<file path="config.mk">
export PLATFORM = sky130hd
export DESIGN_NAME = port_status_ctl
export DESIGN_NICKNAME = d
export VERILOG_FILES = /design/src/rtl/port_ctl_pkg.sv /design/src/rtl/pfault_sync.sv /design/src/rtl/port_state_fsm.sv /design/src/rtl/port_status_ctl.sv
export SDC_FILE = /design/constraint.sdc
export NUM_CORES = 1
export LEC_CHECK = 0
export CORE_AREA = 2 2 40 42
export DETAILED_ROUTE_END_ITERATION = 16
export DIE_AREA = 0 0 42 44
export PLACE_DENSITY = 0.83
export SLEW_MARGIN = 20
export SYNTH_ARGS = -nofsm -noshare
export SYNTH_HDL_FRONTEND = slang
export SYNTH_HIERARCHICAL = 1
export SYNTH_SLANG_ARGS = --single-unit
</file>
<file path="constraint.sdc">
create_clock -name clk -period 2.8 [get_ports clk]
set_clock_uncertainty 0.15 [all_clocks]
set_input_delay 0.7 -clock clk [delete_from_list [all_inputs] [get_ports clk]]
set_output_delay 0.7 -clock clk [all_outputs]
set_load 0.05 [all_outputs]
</file>
<file path="src/rtl/port_ctl_pkg.sv">
package port_ctl_pkg;

    typedef enum logic [1:0] {
        PS_DISABLED  = 2'd0,
        PS_ENABLED   = 2'd1,
        PS_SUSPENDED = 2'd2
    } port_state_e;

    localparam int B_PWR  = 0;
    localparam int B_EN   = 1;
    localparam int B_SUSP = 2;
    localparam int B_RST  = 3;
    localparam int B_FRES = 4;
    localparam int B_OCA  = 5;
    localparam int B_OCC  = 6;
    localparam int B_HS   = 7;
    localparam int FIELD_W = 8;

endpackage

</file>
<file path="src/rtl/pfault_sync.sv">
module pfault_sync #(
    parameter int STAGES = 2
) (
    input  logic clk,
    input  logic rst_n,
    input  logic async_i,
    output logic level_o,
    output logic change_o
);
    localparam int TOP = STAGES - 1;

    logic [TOP:0] chain_q;
    logic         prev_q;

    generate
        if (STAGES == 1) begin : g_one
            always_ff @(posedge clk) begin
                if (!rst_n) chain_q <= '0;
                else        chain_q <= async_i;
            end
        end else begin : g_many
            always_ff @(posedge clk) begin
                if (!rst_n) chain_q <= '0;
                else        chain_q <= {chain_q[TOP-1:0], async_i};
            end
        end
    endgenerate

    always_ff @(posedge clk) begin
        if (!rst_n) prev_q <= 1'b0;
        else        prev_q <= chain_q[TOP];
    end

    assign level_o  = chain_q[TOP];
    assign change_o = chain_q[TOP] ^ prev_q;

    // a change pulse means the remembered level trails the live one
    a_r8_change_prev: assert property (@(posedge clk) disable iff (!rst_n)
        change_o |=> (prev_q == $past(level_o)));

endmodule

</file>
<file path="src/rtl/port_state_fsm.sv">
module port_state_fsm
    import port_ctl_pkg::*;
(
    input  logic        clk,
    input  logic        rst_n,
    input  logic        en_i,
    input  logic        susp_i,
    output logic [1:0]  state_o
);
    port_state_e state_q, state_d;

    always_ff @(posedge clk) begin
        if (!rst_n) state_q <= PS_DISABLED;
        else        state_q <= state_d;
    end

    always_comb begin
        state_d = state_q;
        unique case (state_q)
            PS_DISABLED: begin
                if (en_i && susp_i) state_d = PS_SUSPENDED;  // DIRECT_SUSPEND
                else if (en_i)      state_d = PS_ENABLED;    // ENABLE
            end
            PS_ENABLED: begin
                if (!en_i)          state_d = PS_DISABLED;   // DISABLE
                else if (susp_i)    state_d = PS_SUSPENDED;  // SUSPEND
            end
            PS_SUSPENDED: begin
                if (!en_i)          state_d = PS_DISABLED;   // DISABLE
                else if (!susp_i)   state_d = PS_ENABLED;    // RESUME
            end
            default:                state_d = PS_DISABLED;
        endcase
    end

    always_comb begin
        state_o = state_q;
    end

    // suspended only when both bits were set on the previous edge
    a_r5_susp_state: assert property (@(posedge clk) disable iff (!rst_n)
        (state_q == PS_SUSPENDED) |-> $past(en_i && susp_i));

    // enable low always lands in disabled
    a_r5_disable: assert property (@(posedge clk) disable iff (!rst_n)
        !en_i |=> (state_q == PS_DISABLED));

endmodule

</file>
<file path="src/rtl/port_status_ctl.sv">
module port_status_ctl
    import port_ctl_pkg::*;
#(
    parameter int DATA_W      = 8,
    parameter int SYNC_STAGES = 2
) (
    input  logic              clk,
    input  logic              rst_n,
    input  logic              is_host,
    input  logic              wr_en,
    input  logic [DATA_W-1:0] wr_data,
    output logic [DATA_W-1:0] rd_data,
    input  logic              pwr_fault,
    input  logic              hs_line,
    input  logic              bus_reset,
    input  logic              dev_suspend,
    output logic              port_reset_o,
    output logic              suspend_o,
    output logic              resume_o,
    output logic [1:0]        port_state_o
);
    localparam int PAD_W = DATA_W - FIELD_W;

    logic pwr_q, en_q, susp_q, rst_q, fres_q, occ_q, hs_q;
    logic pwr_d;
    logic oc_level, oc_change;
    logic occ_clear;

    pfault_sync #(.STAGES(SYNC_STAGES)) u_sync (
        .clk      (clk),
        .rst_n    (rst_n),
        .async_i  (pwr_fault),
        .level_o  (oc_level),
        .change_o (oc_change)
    );

    port_state_fsm u_fsm (
        .clk     (clk),
        .rst_n   (rst_n),
        .en_i    (en_q),
        .susp_i  (susp_q),
        .state_o (port_state_o)
    );

    assign pwr_d     = wr_en ? wr_data[B_PWR] : pwr_q;
    assign occ_clear = wr_en && wr_data[B_OCC];

    always_ff @(posedge clk) begin
        if (!rst_n) begin
            pwr_q  <= 1'b0;
            en_q   <= 1'b0;
            susp_q <= 1'b0;
            rst_q  <= 1'b0;
            fres_q <= 1'b0;
            hs_q   <= 1'b0;
        end else begin
            pwr_q <= pwr_d;
            hs_q  <= hs_line;
            if (wr_en) begin
                en_q   <= wr_data[B_EN];
                fres_q <= wr_data[B_FRES];
            end
            if (is_host) begin
                if (wr_en) susp_q <= wr_data[B_SUSP];
                if (!pwr_d)     rst_q <= 1'b0;
                else if (wr_en) rst_q <= wr_data[B_RST];
            end else begin
                susp_q <= dev_suspend;
                rst_q  <= bus_reset & pwr_d;
            end
        end
    end

    always_ff @(posedge clk) begin
        if (!rst_n)          occ_q <= 1'b0;
        else if (!is_host)   occ_q <= 1'b0;
        else if (oc_change)  occ_q <= 1'b1;
        else if (occ_clear)  occ_q <= 1'b0;
    end

    logic [FIELD_W-1:0] fields;
    always_comb begin
        fields         = '0;
        fields[B_PWR]  = pwr_q;
        fields[B_EN]   = en_q;
        fields[B_SUSP] = susp_q;
        fields[B_RST]  = rst_q & pwr_q;
        fields[B_FRES] = fres_q;
        fields[B_OCA]  = is_host & oc_level;
        fields[B_OCC]  = is_host & occ_q;
        fields[B_HS]   = hs_q;
    end

    generate
        if (PAD_W > 0) begin : g_pad
            assign rd_data = {{PAD_W{1'b0}}, fields};
        end else begin : g_nopad
            assign rd_data = fields[DATA_W-1:0];
        end
    endgenerate

    assign port_reset_o = rst_q & pwr_q;
    assign suspend_o    = susp_q;
    assign resume_o     = fres_q;

    // a held reset always has power behind it
    a_r3_rst_powered: assert property (@(posedge clk) disable iff (!rst_n)
        rst_q |-> pwr_q);

    // a change event in host role sets the sticky bit
    a_r8_occ_set: assert property (@(posedge clk) disable iff (!rst_n)
        (is_host && oc_change) |=> occ_q);

    // a write of one with no event clears the sticky bit
    a_r8_occ_w1c: assert property (@(posedge clk) disable iff (!rst_n)
        (is_host && occ_clear && !oc_change) |=> !occ_q);

    // device role keeps the sticky bit low
    a_r10_dev_occ: assert property (@(posedge clk) disable iff (!rst_n)
        !is_host |=> !occ_q);

    // force resume follows the written value
    a_r6_fres_write: assert property (@(posedge clk) disable iff (!rst_n)
        wr_en |=> (resume_o == $past(wr_data[B_FRES])));

endmodule

</file>
# Word-level counts from Yosys, hierarchy flattened
# Cells that the tools add are included.
[classes]
addsub = 0
n_mul = 0
n_div = 0
order_cmp = 0
n_eq_ne = 7
n_shift = 0
muxes = 15
bitwise_logic = 5
n_reduce_logical = 6
[op_table]
columns = ["cell", "count"]
rows = [
  ["$mux 2", 6],
  ["$ne 3x3->1 const B", 3],
  ["$mux 1", 8],
  ["$pmux 2 s3", 1],
  ["$and 1x1->1", 4],
  ["$ne 3x2->1 const B", 1],
  ["$reduce_and 3->1", 1],
  ["$eq 2x1->1 const B", 1],
  ["$eq 2x2->1 const B", 1],
  ["$logic_and 1x1->1", 2],
  ["$logic_not 2->1", 1],
  ["$ne 2x1->1 const B", 1],
  ["$reduce_and 2->1", 1],
  ["$reduce_bool 2->1", 1],
  ["$xor 1x1->1", 1],
]
[totals]
regBits = 12
latchBits = 0
ram_bits = 0
romBits = 0
input_bits = 16
output_inout_bits = 13
word_cells = 43
mem_count = 0

# Logic depth before layout (Yosys ltp)
[logic_depth]
word_depth = 3
mapped_depth = 3
ltp_nobuf = 2

# Cells and area by module
# Netlist, hierarchy kept.
[by_module_without_submodules]
columns = ["mod", "n_inst", "cells_each", "area_each_um2", "seq_area_each_um2"]
rows = [
  ["port_status_ctl", 1, 32, 335.3, 140.1],
  ["pfault_sync", 1, 7, 88.8, 60.1],
  ["port_state_fsm", 1, 5, 62.6, 40.0],
]

# Worst setup path before layout
# OpenSTA, ideal clock, no wires.
[synth_path]
kind = "input to output"
from = "input port is_host"
to = "output port rd_data[6]"
arrival_ps = 1112
required_time_ps = 1950
setup_slack_ps = 838
path_stages = 1
path_buffers = 0
cell_sequence = "and2_1"
[synth_between]
elab_chain_cells = 1
[synth_lines]
columns = ["item", "line_no", "text"]
rows = [
  ["start: declaration", "port_status_ctl.sv:9", "input logic is_host,"],
  ["$and 1x1->1", "port_status_ctl.sv:90", "fields[B_OCC] = is_host & occ_q;"],
  ["end: declaration", "port_status_ctl.sv:12", "output logic [DATA_W-1:0] rd_data,"],
]
# No other way between the ends.

# Final worst setup path
[layout_path]
from = "input port is_host"
to = "output port rd_data[5]"
[layout_between]
elab_chain_cells = 1
[layout_lines]
columns = ["item", "line_no", "text"]
rows = [
  ["$and 1x1->1", "port_status_ctl.sv:89", "fields[B_OCA] = is_host & oc_level;"],
]
# No other way between the ends.

==> metrics <==
ratio of routed vias to standard cells roughly 4.7; die span in x 42 µm; crit start category input pin; fin. max-slew vios 0; Post-DRT Antenna Nets 0; FF+latch count, synth 12; static power due to leakage between 0.0003 and 0.0004 µW; non-filler instance count after layout 83; aggregate negative setup slack 0 ns; # clock sinks 12; critical path start-end classification input pin to output port; CTS tree done; Hold Startpoint u_sync/chain_q[0]; number of I/O pins 29; Worst EP arrival 1.66 ns; critical register-to-register path startpoint u_sync/chain_q[1]; multi-input combinational cell area 190 µm²; Mapped Avg Cell Area 11.1 µm²; GRT Residual Overflow 0; Mapped Area 487 µm²; CTS clock-pin slew for the worst setup and hold paths 0.08 ns; distinct cell type count of the synthesized netlist 16; Cells after Synth 44; signed area change from the synthesized netlist to the final layout 57.6%; Final Hold Fails 0; cts repair resizes 0; post-synth net total 60; final worst-path cycle share 0.896; root buffer selected by CTS sky130_fd_sc_hd__clkbuf_4; areal power density over the cells 524 nW/µm²; WP data required 1.95 ns; number of max-capacitance violations reported 0; final setup vio count 0; total number of yosys warnings 6; Detailed Route Iter0 Violations 2; nets@finish 84; most frequent standard cell in the layout excluding fill and tap cells sky130_fd_sc_hd__clkdlybuf4s50_1; largest fanout on the critical path 7; type of destination of the critical path output port; capture instance of the worst register-to-register path occ_q; startpoint of the worst setup timing path is_host; routed length per placed instance ~11 µm; total power of the final layout between 400 and 500 µW; Max transition margin 0.667; buffers from clock root to sink, at most 2; total placed cells including tap cells 79; Placement Rows 14; via count 391; vertical die dimension 44 µm; number of cell instances on the worst register-to-register path 2; effective utilization at floorplan 0.343; DIE AREA 1850 µm²; count of buffers added by post-CTS timing repair for setup 0; final estimated routing congestion in global placement 0.659; detailed-router iteration count before antenna repair 3; final hold slack around 0.28 ns; port buffer count 26; number of buffers inserted during clock tree synthesis 3; total global routing track utilization 0.0962; worst IR drop on VDD around 320 µV; area of the core roughly 1400 µm²; Worst Hold End u_sync/chain_q[1]; initial antenna violation count 0; fraction of layout instances using a drive strength above 1 0.119; unrepaired setup endpoints after global routing false; Worst Hold Path Cells 1; Reg2Reg Setup Slack 1.85 ns; global-route wire length before repair 1260 µm; upper clock frequency limit about 400 MHz; actual slew at the worst max-slew pin 0.497 ns; depth of the CTS H-tree 1; number of design rule violations left after detail routing 0; portion of the post-synthesis area used by sequential elements 0.494; CTS Hold Bufs 0; Worst Hold Class flop to flop; shortest period the worst path allows roughly 2.5 ns; number of filler instances in the final layout 135; status finished clean; DRT Wirelength 894 µm; number of inserted diodes 0; leading cell types in the layout, fill and taps excluded 24 x sky130_fd_sc_hd__clkdlybuf4s50_1, 12 x sky130_fd_sc_hd__dfxtp_1, 6 x sky130_fd_sc_hd__and2_1; area taken by flip-flops and latches 240 µm²; pin count of the biggest net entering global routing 13; via count of the first global-routing pass 292; insertion delay of the later-clocked pin in the worst-skew pair 0.27 ns
[metrics by stage]
step | instance area (µm²) | setup WS [ns] | util
after global routing | 767 | 0.244 | 0.541
after CTS | 767 | 0.268 | 0.541
after floorplan | 487 | 0.838 | -
final | 767 | 0.292 | 0.541
after detailed placement | 731 | 0.277 | 0.515
after global placement | 731 | 0.300 | 0.515
[per-layer routing]
layer / vias up / wire (µm) / part of all wire / track usage
met5: - / 0 / 0 / 0
met4: 0 / 10 / 0.011 / 0.0968
met3: 2 / 80 / 0.089 / 0.0333
met2: 19 / 410 / 0.46 / 0.144
met1: 181 / 393 / 0.44 / 0.104
li1: 189 / - / - / -
[power by group]
group	switching [µW]	internal (µW)	leakage, µW
Clock	57.9	79.0	0.0000210
Sequential	4.89	179	0.0000986
Combinational	43.0	38.4	0.000200
Total	106	296	0.000320
[layout make-up]
type	instances	share of cell area
Sequential cell	12	0.313
Clock buffer	4	0.0473
Multi-Input combinational cell	25	0.248
Timing Repair Buffer	26	0.365
Tap cell	16	0.0261
[sequential cells by signal, indices dropped and copies added (netlist names)]
signal and cells:
en_q 1, hs_q 1, occ_q 1, pwr_q 1
resume_o 1, rst_q 1, suspend_o 1, u_fsm/state_o 2
u_sync/chain_q 2, u_sync/prev_q 1
[kinds of logic after synthesis]
kind of cell    count (synthesis)  share of synthesized area
buf+inv                         7                      0.116
compound gates                  6                     0.0925
mux                             5                      0.103
simple gates                   13                      0.177
flops                          12                      0.494
xor+xnor                        1                     0.0180
[how the worst max path moves through the flow]
stage	end	slack, ns	cells past startpoint
floorplan	rd_data[6]	0.84	1
global placement	rd_data[5]	0.30	3
detailed placement	rd_data[5]	0.28	3
CTS	rd_data[5]	0.27	3
global route	rd_data[5]	0.24	3
finish	rd_data[5]	0.29	3
[synthesized netlist by cell type (all sizes together)]
cell | number | share of area
dfxtp | 12 | 0.49
a211oi | 1 | 0.026
mux2i | 5 | 0.10
buf | 7 | 0.12
a21boi | 1 | 0.015
nand2 | 1 | 0.0077
and4b | 1 | 0.021
and2 | 7 | 0.093
nor2b | 3 | 0.039
xor2 | 1 | 0.018
and4 | 1 | 0.018
o21ai | 2 | 0.021
a21oi | 1 | 0.010
o211a | 1 | 0.021
[worst max-delay path, stage by stage]
cell and delay, ns:
sky130_fd_sc_hd__clkdlybuf4s50_1 0.59, sky130_fd_sc_hd__and2_1 0.22, sky130_fd_sc_hd__buf_12 0.15
Power figures use the tool's default switching activity.
